File: config.mk
export PLATFORM = sky130hd
export DESIGN_NAME = ext_irq_selector
export DESIGN_NICKNAME = d
export VERILOG_FILES = /design/src/rtl/ext_irq_sel_pkg.sv /design/src/rtl/irq_lvl_prio.sv /design/src/rtl/irq_rise_det.sv /design/src/rtl/irq_trap_idx.sv /design/src/rtl/ext_irq_selector.sv
export SDC_FILE = /design/constraint.sdc
export NUM_CORES = 1
export LEC_CHECK = 0
export ABC_AREA = 1
export CAP_MARGIN = 20
export CORE_MARGIN = 8
export CORE_UTILIZATION = 45
export CTS_CLUSTER_SIZE = 40
export DETAILED_ROUTE_END_ITERATION = 10
export PLACE_DENSITY = 0.78
export SYNTH_ARGS = -nofsm -noshare
export SYNTH_HDL_FRONTEND = slang
export SYNTH_SLANG_ARGS = --single-unit
File: constraint.sdc
create_clock -name clk_i -period 1.8 [get_ports clk_i]
set_clock_uncertainty 0.2 [all_clocks]
set_input_delay 0.45 -clock clk_i [delete_from_list [all_inputs] [get_ports clk_i]]
set_output_delay 0.45 -clock clk_i [all_outputs]
set_load 0.02 [all_outputs]
File: src/rtl/ext_irq_sel_pkg.sv
package ext_irq_sel_pkg;

  typedef enum logic [1:0] {
    ACT_HOLD     = 2'd0,
    ACT_SELECT   = 2'd1,
    ACT_WITHDRAW = 2'd2
  } sel_act_e;

endpackage

File: src/rtl/irq_lvl_prio.sv
module irq_lvl_prio #(
  parameter int unsigned NUM_LVL = 16,
  localparam int unsigned LVL_W  = $clog2(NUM_LVL)
) (
  input  logic [NUM_LVL-1:0] vec_i,
  output logic               any_o,
  output logic [LVL_W-1:0]   lvl_o
);

  localparam logic [NUM_LVL-1:0] VALID_MASK = ~NUM_LVL'(1);

  assign any_o = |(vec_i & VALID_MASK);

  // ascending scan, last hit wins -> highest level
  always_comb begin
    lvl_o = '0;
    for (int i = 1; i < int'(NUM_LVL); i++) begin
      if (vec_i[i]) lvl_o = LVL_W'(i);
    end
  end


  always_comb begin
    if (any_o) begin
      top_level_chk: assert ((lvl_o != '0) && vec_i[lvl_o] && ((vec_i >> lvl_o) >> 1) == '0);
    end
  end

endmodule

File: src/rtl/irq_rise_det.sv
module irq_rise_det #(
  parameter int unsigned NUM_LVL = 16
) (
  input  logic               clk_i,
  input  logic               rst_ni,
  input  logic [NUM_LVL-1:0] lvl_i,
  output logic               wake_o
);

  localparam logic [NUM_LVL-1:0] VALID_MASK = ~NUM_LVL'(1);

  logic [NUM_LVL-1:0] lvl_q;
  logic               rise;

  assign rise = |(lvl_i & ~lvl_q & VALID_MASK);

  always_ff @(posedge clk_i or negedge rst_ni) begin
    if (!rst_ni) begin
      lvl_q  <= '0;
      wake_o <= 1'b0;
    end else begin
      lvl_q  <= lvl_i;
      wake_o <= rise;
    end
  end


  wake_on_rise_chk: assert property (@(posedge clk_i) disable iff (!rst_ni)
    rise |=> wake_o);


  no_wake_without_rise_chk: assert property (@(posedge clk_i) disable iff (!rst_ni)
    !rise |=> !wake_o);

endmodule

File: src/rtl/irq_trap_idx.sv
module irq_trap_idx
  import ext_irq_sel_pkg::*;
#(
  parameter int unsigned     NUM_LVL  = 16,
  parameter int unsigned     IDX_W    = 8,
  parameter logic [IDX_W-1:0] EXT_BASE = 8'h10,
  localparam int unsigned    LVL_W    = $clog2(NUM_LVL)
) (
  input  logic             clk_i,
  input  logic             rst_ni,
  input  logic             take_i,
  input  logic             post_i,
  input  logic [IDX_W-1:0] post_code_i,
  input  logic             any_i,
  input  logic [LVL_W-1:0] top_lvl_i,
  output logic [IDX_W-1:0] idx_o,
  output logic             req_o
);

  logic [IDX_W-1:0] idx_q, idx_d, base, cand;
  logic             req_q, req_d, req_base;
  logic             base_ext, eligible;
  sel_act_e         act;

  function automatic logic is_ext(logic [IDX_W-1:0] v);
    return v[IDX_W-1:LVL_W] == EXT_BASE[IDX_W-1:LVL_W];
  endfunction

  // take clears first; a post in the same cycle then loads its code
  always_comb begin
    base     = take_i ? '0 : idx_q;
    if (post_i) base = post_code_i;
    req_base = (take_i || post_i) ? 1'b0 : req_q;
    base_ext = is_ext(base);
    eligible = (base == '0) || base_ext;
    cand     = EXT_BASE | IDX_W'(top_lvl_i);
  end

  always_comb begin
    act = ACT_HOLD;
    if (any_i && eligible)       act = ACT_SELECT;
    else if (!any_i && base_ext) act = ACT_WITHDRAW;
  end

  always_comb begin
    unique case (act)
      ACT_SELECT: begin
        idx_d = cand;
        req_d = (cand != base) ? 1'b1 : req_base;
      end
      ACT_WITHDRAW: begin
        idx_d = '0;
        req_d = 1'b0;
      end
      default: begin
        idx_d = base;
        req_d = req_base;
      end
    endcase
  end

  always_ff @(posedge clk_i or negedge rst_ni) begin
    if (!rst_ni) begin
      idx_q <= '0;
      req_q <= 1'b0;
    end else begin
      idx_q <= idx_d;
      req_q <= req_d;
    end
  end

  assign idx_o = idx_q;
  assign req_o = req_q;


  req_has_idx_chk: assert property (@(posedge clk_i) disable iff (!rst_ni)
    req_q |-> (idx_q != '0));


  ext_level_nonzero_chk: assert property (@(posedge clk_i) disable iff (!rst_ni)
    is_ext(idx_q) |-> (idx_q[LVL_W-1:0] != '0));


  foreign_trap_kept_chk: assert property (@(posedge clk_i) disable iff (!rst_ni)
    (!take_i && !post_i && idx_q != '0 && !is_ext(idx_q)) |=> ($stable(idx_q) && $stable(req_q)));


  empty_withdraw_chk: assert property (@(posedge clk_i) disable iff (!rst_ni)
    (!take_i && !post_i && is_ext(idx_q) && !any_i) |=> (idx_q == '0 && !req_q));


  take_rearb_chk: assert property (@(posedge clk_i) disable iff (!rst_ni)
    (take_i && !post_i && any_i) |=> (is_ext(idx_q) && req_q && idx_q[LVL_W-1:0] == $past(top_lvl_i)));

endmodule

File: src/rtl/ext_irq_selector.sv
module ext_irq_selector #(
  parameter int unsigned      NUM_LVL  = 16,
  parameter int unsigned      IDX_W    = 8,
  parameter logic [IDX_W-1:0] EXT_BASE = 8'h10
) (
  input  logic               clk_i,
  input  logic               rst_ni,
  input  logic [NUM_LVL-1:0] lvl_i,
  input  logic               take_i,
  input  logic               trap_post_i,
  input  logic [IDX_W-1:0]   trap_code_i,
  output logic [IDX_W-1:0]   trap_idx_o,
  output logic               hard_req_o,
  output logic               wake_o
);

  localparam int unsigned LVL_W = $clog2(NUM_LVL);

  logic             any_lvl;
  logic [LVL_W-1:0] top_lvl;

  irq_lvl_prio #(
    .NUM_LVL (NUM_LVL)
  ) u_prio (
    .vec_i (lvl_i),
    .any_o (any_lvl),
    .lvl_o (top_lvl)
  );

  irq_rise_det #(
    .NUM_LVL (NUM_LVL)
  ) u_rise (
    .clk_i  (clk_i),
    .rst_ni (rst_ni),
    .lvl_i  (lvl_i),
    .wake_o (wake_o)
  );

  irq_trap_idx #(
    .NUM_LVL  (NUM_LVL),
    .IDX_W    (IDX_W),
    .EXT_BASE (EXT_BASE)
  ) u_idx (
    .clk_i       (clk_i),
    .rst_ni      (rst_ni),
    .take_i      (take_i),
    .post_i      (trap_post_i),
    .post_code_i (trap_code_i),
    .any_i       (any_lvl),
    .top_lvl_i   (top_lvl),
    .idx_o       (trap_idx_o),
    .req_o       (hard_req_o)
  );

endmodule

=== Word-level counts from Yosys, hierarchy flattened ===
Cells that the tools add are included.

* Bitwise gates (word level): 2
* Multiplexer cells: 23
* Reductions and logical operators: 8
* Equal/unequal tests: 4

{| class="wikitable"
|+ Operators by type and width
! operator !! number
|-
| $mux 4 || 14
|-
| $reduce_or 15->1 || 2
|-
| $and 16x16->16 || 1
|-
| $mux 8 || 2
|-
| $not 16->16 || 1
|-
| $pmux 8 s2 || 1
|-
| $logic_not 8->1 || 1
|-
| $ne 5x8->1 || 1
|-
| $eq 4x1->1 const B || 1
|-
| $mux 2 || 2
|-
| $mux 1 || 3
|-
| $eq 2x1->1 const B || 1
|-
| $eq 2x2->1 const B || 1
|-
| $logic_and 1x1->1 || 2
|-
| $logic_or 1x1->1 || 2
|-
| $pmux 1 s2 || 1
|-
| $logic_not 1->1 || 1
|}

* Input port bits: 28
* Register bits after elaboration: 26
* Word-level logic and storage cells: 41

=== Logic depth before layout (Yosys ltp) ===
* Depth after elaboration: 18
* Mapped depth: 19
* Depth with buffers taken out: 19

=== Cells and area by module ===
A second synthesis with hierarchy kept.

* Cells, all modules: 194
* Area total of the unflattened synthesis: 1406.3 um^2

{| class="wikitable"
|+ By module, submodules not included
! module !! seq. area each (um^2) !! area an instance (um^2) !! times used !! cells an instance
|-
| irq_trap_idx || 225.2 || 630.6 || 1 || 86
|-
| irq_rise_det || 400.4 || 585.6 || 1 || 65
|-
| irq_lvl_prio || 0.0 || 190.2 || 1 || 43
|}

=== Least setup slack after synthesis ===
Ideal clock, no wire load.

* Path type: input-to-reg
* Start: in trap_post_i
* End: reg u_idx.req_q, in the netlist u_idx.req_o
* Arrival time: 1.598 ns
* Setup slack: -0.115 ns
* Required time: 1.483 ns
* Cell stages on the path: 13
* Setup time: 0.117 ns
* Path through: buf_6 -> or2_4 -> inv_6 -> nand2_4 -> nand2_4 -> xor2_2 -> nand2_1 -> nor2_2 -> nand3_1 -> nor2_1 -> nand3_1 -> nand2_1 -> nand2_1

* Cells in the longest elaborated chain, start to end: 7
* Elaborated cells between the ends (all ways): 15

{| class="wikitable"
|+ Ends and longest elaborated chain
! element !! RTL line !! source
|-
| start: declaration || ext_irq_selector.sv:10 || <nowiki>input logic trap_post_i,</nowiki>
|-
| $mux 8 || irq_trap_idx.sv:32 || <nowiki>if (post_i) base = post_code_i;</nowiki>
|-
| $eq 4x1->1 / $logic_not 8->1 (equally long branches) || irq_trap_idx.sv:26, irq_trap_idx.sv:35 ||
|-
| $logic_and 1x1->1 / $logic_or 1x1->1 (equally long branches) || irq_trap_idx.sv:42, irq_trap_idx.sv:35 ||
|-
| $mux 2 / $logic_and 1x1->1 (equally long branches) || irq_trap_idx.sv:42, irq_trap_idx.sv:41 ||
|-
| $mux 2 || irq_trap_idx.sv:41 || <nowiki>if (any_i && eligible) act = ACT_SELECT;</nowiki>
|-
| $eq 2x2->1 / $eq 2x1->1 (equally long branches) || irq_trap_idx.sv:46 || <nowiki>unique case (act)</nowiki>
|-
| $pmux 1 s2 (*) || irq_trap_idx.sv:46 ||
|-
| named net u_idx.req_d || irq_trap_idx.sv:21 || <nowiki>logic req_q, req_d, req_base;</nowiki>
|-
| end signal: assignment || irq_trap_idx.sv:68 || <nowiki>req_q <= req_d;</nowiki>
|-
| end: declaration || irq_trap_idx.sv:21 ||
|}

The timed path passes the listed nets; every way through them passes the cells marked *.

=== Worst setup path in the final report ===
* Start: in trap_code_i[2]
* End: reg u_idx.idx_q[3], in the netlist u_idx.idx_o[3]

* Cells in the longest elaborated chain, start to end: 7
* Elaborated cells between the ends (all ways): 8

{| class="wikitable"
|+ Ends and longest elaborated chain
! element !! RTL line !! source
|-
| start: declaration || ext_irq_selector.sv:11 || <nowiki>input logic [IDX_W-1:0] trap_code_i,</nowiki>
|-
| $mux 8 (*) || irq_trap_idx.sv:32 ||
|-
| $logic_not 8->1 (*) || irq_trap_idx.sv:35 || <nowiki>eligible = (base == '0) || base_ext;</nowiki>
|-
| $logic_or 1x1->1 (*) || irq_trap_idx.sv:35 ||
|-
| $logic_and 1x1->1 (*) || irq_trap_idx.sv:41 ||
|-
| $mux 2 (*) || irq_trap_idx.sv:41 ||
|-
| $eq 2x2->1 / $eq 2x1->1 (equally long branches) || irq_trap_idx.sv:46 ||
|-
| $pmux 8 s2 (*) || irq_trap_idx.sv:46 ||
|-
| named net u_idx.idx_d[3] || irq_trap_idx.sv:20 || <nowiki>logic [IDX_W-1:0] idx_q, idx_d, base, cand;</nowiki>
|-
| end signal: assignment || irq_trap_idx.sv:67 || <nowiki>idx_q <= idx_d;</nowiki>
|-
| end: declaration || irq_trap_idx.sv:20 ||
|}

Marks and branches as above.

==> qor.csv <==
metric;value;unit
status;finished with violations;
violations;setup timing;
power.combinational.fraction;30.0;%
coreArea;0.002663;sq mm
reg2reg_depth;8;
gr-total-overflow;0;
synth_top_area_share;51.71;%
numClockSinks;25;
ctsRootBufferMaster;clkbuf_4;
synthTopCellsByArea;dfrtp_1, nand2_1, inv_1, o22ai_1, nand3_1;
cp-start-kind;input pin;
final_core_util;74.91;%
num_vias;1200;
cp_data_required_time;1.82;ns
grt_max_degree;26;
stdcell_count;244;
peakVddDrop;0.0005149;V
power;1262;uW
grt_pass1_wl;5.326;mm
internal-power;874.0;uW
ys_ff_latch;25;
synth_area_leader_cell;dfrtp_1;
via_per_inst;4.918;
critical_path.top_delay_family;compound AO/OA/AOI/OAI gates;
endpoint_kind;register;
start_util;45.44;%
drv_slew;0;
finalCriticalPeriod;1.818;ns
worstPathCellList;clkdlybuf4s50_1, a22oi_2, nand3_1, o21ai_2, nand3_4, o21ai_4, inv_2, nand2_1, o21ai_1;
p_seq_share;49.7;%
clkPwrFrac;20.3;%
synth-edff-count;0;
fin_nets;242;
route.detailed.drc;0;
cp_max_fo;4;
worst_pin_slew;0.3388;ns
cellPowerDensity;632.7;mW/mm^2
first_iter_violations;24;
synth_cell_types;26;
ctsHoldBuffers;0;
synth_area_per_cell;9.029;sq um
r2r-start;u_idx.idx_o[5];
grtUsageTotal;14.65;%
leakage;0.001030;uW
wire_per_inst;14.25;um
synthArstFlopShare;100.0;%
yosysSeqAreaShare;51.71;%
ys_top_cells_by_count;nand2_1, dfrtp_1, inv_1, nand3_1, o22ai_1;
grt_pass1_vias;1289;
rrSetupSlack;0.05;ns
crit_path_max_incr_delay;0.41;ns
holdPathEnd;u_rise.lvl_q[9];
finalSetupViolations;2;
post_route_cells_drive_above_1_share;45.07;%
whs;0.05745;ns
multiInputGateArea;576.8;sq um
yosysWarnings;0;
critPathArrivalTime;1.84;ns
hold_violations;0;
final-seq-area;625.6;sq um
routabilityCongestion;0.8935;
n_antenna_cell;0;
ioPinCount;38;
die-area;0.004604;sq mm
fin_crit_sh;101.0;%
h-tree-depth;1;
switching_share;30.74;%
hold_depth;1;
maxSlewHeadroom;77.20;%
drtAntennaViolNets;0;
placed_cell_area;0.001800;sq mm
core.rowCount;19;
fin_area;0.001994;sq mm
die_x;67.85;um
cts_tree;built;
dp.cells;227;
dr.pass1.iters;4;
reg2reg_to;u_idx.idx_o[3];
fillers;210;
synthesis.area;0.001210;sq mm
fin_ws;-0.01786;ns
yosysMostFrequentCell;nand2_1;
crit_slowest_cell;clkdlybuf4s50_1;
dpl.hpwl;2.462;mm
die_h;67.85;um
min-delay-start;lvl_i[9];
antenna_found_initial;0;
io_buffers;36;
syn_nets;162;
hold_path.class;input pin to register;
worst-path-buf-inv;2;
grt_setup_unrepaired;true;
cts.path.max_buffers;2;
fmax;550.1;MHz
cap_violations;0;
crit_type;input pin to register;
clk_pin_slew_worst_paths;0.13;ns
insertion_delay;0.32;ns
synth_cells;134;
drt-total-wl;3.476;mm
cp-startpoint;trap_code_i[2];
p_sw;387.9;uW
numCtsBuffers;3;
dominantRegCellSynth;dfrtp_1;
syn_to_final_growth;64.84;%
==> worst reg2reg max path, delay by kind of cell (launching register included) <==
| kind | cells | cell delay (ns) |
|---|---|---|
| AOI/OAI and AO/OA | 3 | 0.47 |
| buffers and inverters | 2 | 0.22 |
| DFF | 1 | 0.42 |
| and+or+nand+nor | 3 | 0.34 |
==> layer usage <==
layer / wire [um] / GRT usage (%) / vias up
met5: 0 / 0 / -
met4: 83 / 5.115 / 0
met3: 204 / 2.946 / 11
met2: 1797 / 27.46 / 37
met1: 1390 / 16.00 / 558
li1: - / - / 594
==> layout by cell type, fill, tap and decap left out, drive strengths merged, types with 4 or more instances in the layout <==
cell,instances
buf,41
nand2,39
dfrtp,25
inv,23
dlygate4sd2,15
clkbuf,11
nor2,9
nand3,9
o22ai,8
clkdlybuf4s50,6
o21ai,6
dlymetal6s2s,4
a22oi,4
==> power by group through the flow <==
stage	combinational (uW)	clock [uW]	sequential, uW
after floorplan	120	0	666
after global placement	344	0	635
after detailed placement	352	0	638
after CTS	356	251	626
after global routing	410	283	632
final	379	256	627
==> stage by stage <==
stage	setup WS [ns]	setup TNS, ns
floorplan	-0.1149	-0.1958
global placement	-0.5399	-3.113
detailed placement	-0.6109	-3.424
CTS	-0.1050	-0.1050
global route	-0.1154	-0.2202
finish	-0.01786	-0.01873
==> worst max-delay path by stage <==
stage | to | slack [ns] | cells past startpoint
floorplan | u_idx.req_o | -0.11 | 13
global placement | u_idx.req_o | -0.54 | 11
detailed placement | u_idx.req_o | -0.61 | 13
CTS | u_idx.req_o | -0.10 | 14
global route | u_idx.req_o | -0.12 | 14
finish | u_idx.idx_o[3] | -0.02 | 9
==> cell type report <==
cell class                      count  share of cell area, %
Inverter                           23                  4.705
Tap cell                           31                  1.945
Timing Repair Buffer               76                  31.74
Sequential cell                    25                  31.37
Clock buffer                        4                  1.317
Multi-Input combinational cell     85                  28.92
==> state kept, by name, indices dropped and copies added (netlist names) <==
register,count
u_idx.idx_o,8
u_idx.req_o,1
u_rise.lvl_q,15
u_rise.wake_o,1
==> cells by family after synthesis <==
family / Yosys count / share of synthesized area (%)
and+or+nand+nor: 62 / 24.72
DFF: 25 / 51.71
buffers and inverters: 24 / 8.480
AOI/OAI and AO/OA: 21 / 13.03
xor gates and xnor gates: 2 / 2.069
==> what timing repair did <==
| action | 4_1_cts | 5_1_grt |
|---|---|---|
| pin swaps | 23 | 31 |
| setup endpoints to repair | 16 | 6 |
| endpoints found under the hold margin | 0 | 0 |
| setup buffers | 7 | 7 |
| resized for setup | 52 | 35 |
No activity file was read; power rests on OpenSTA's default activity.
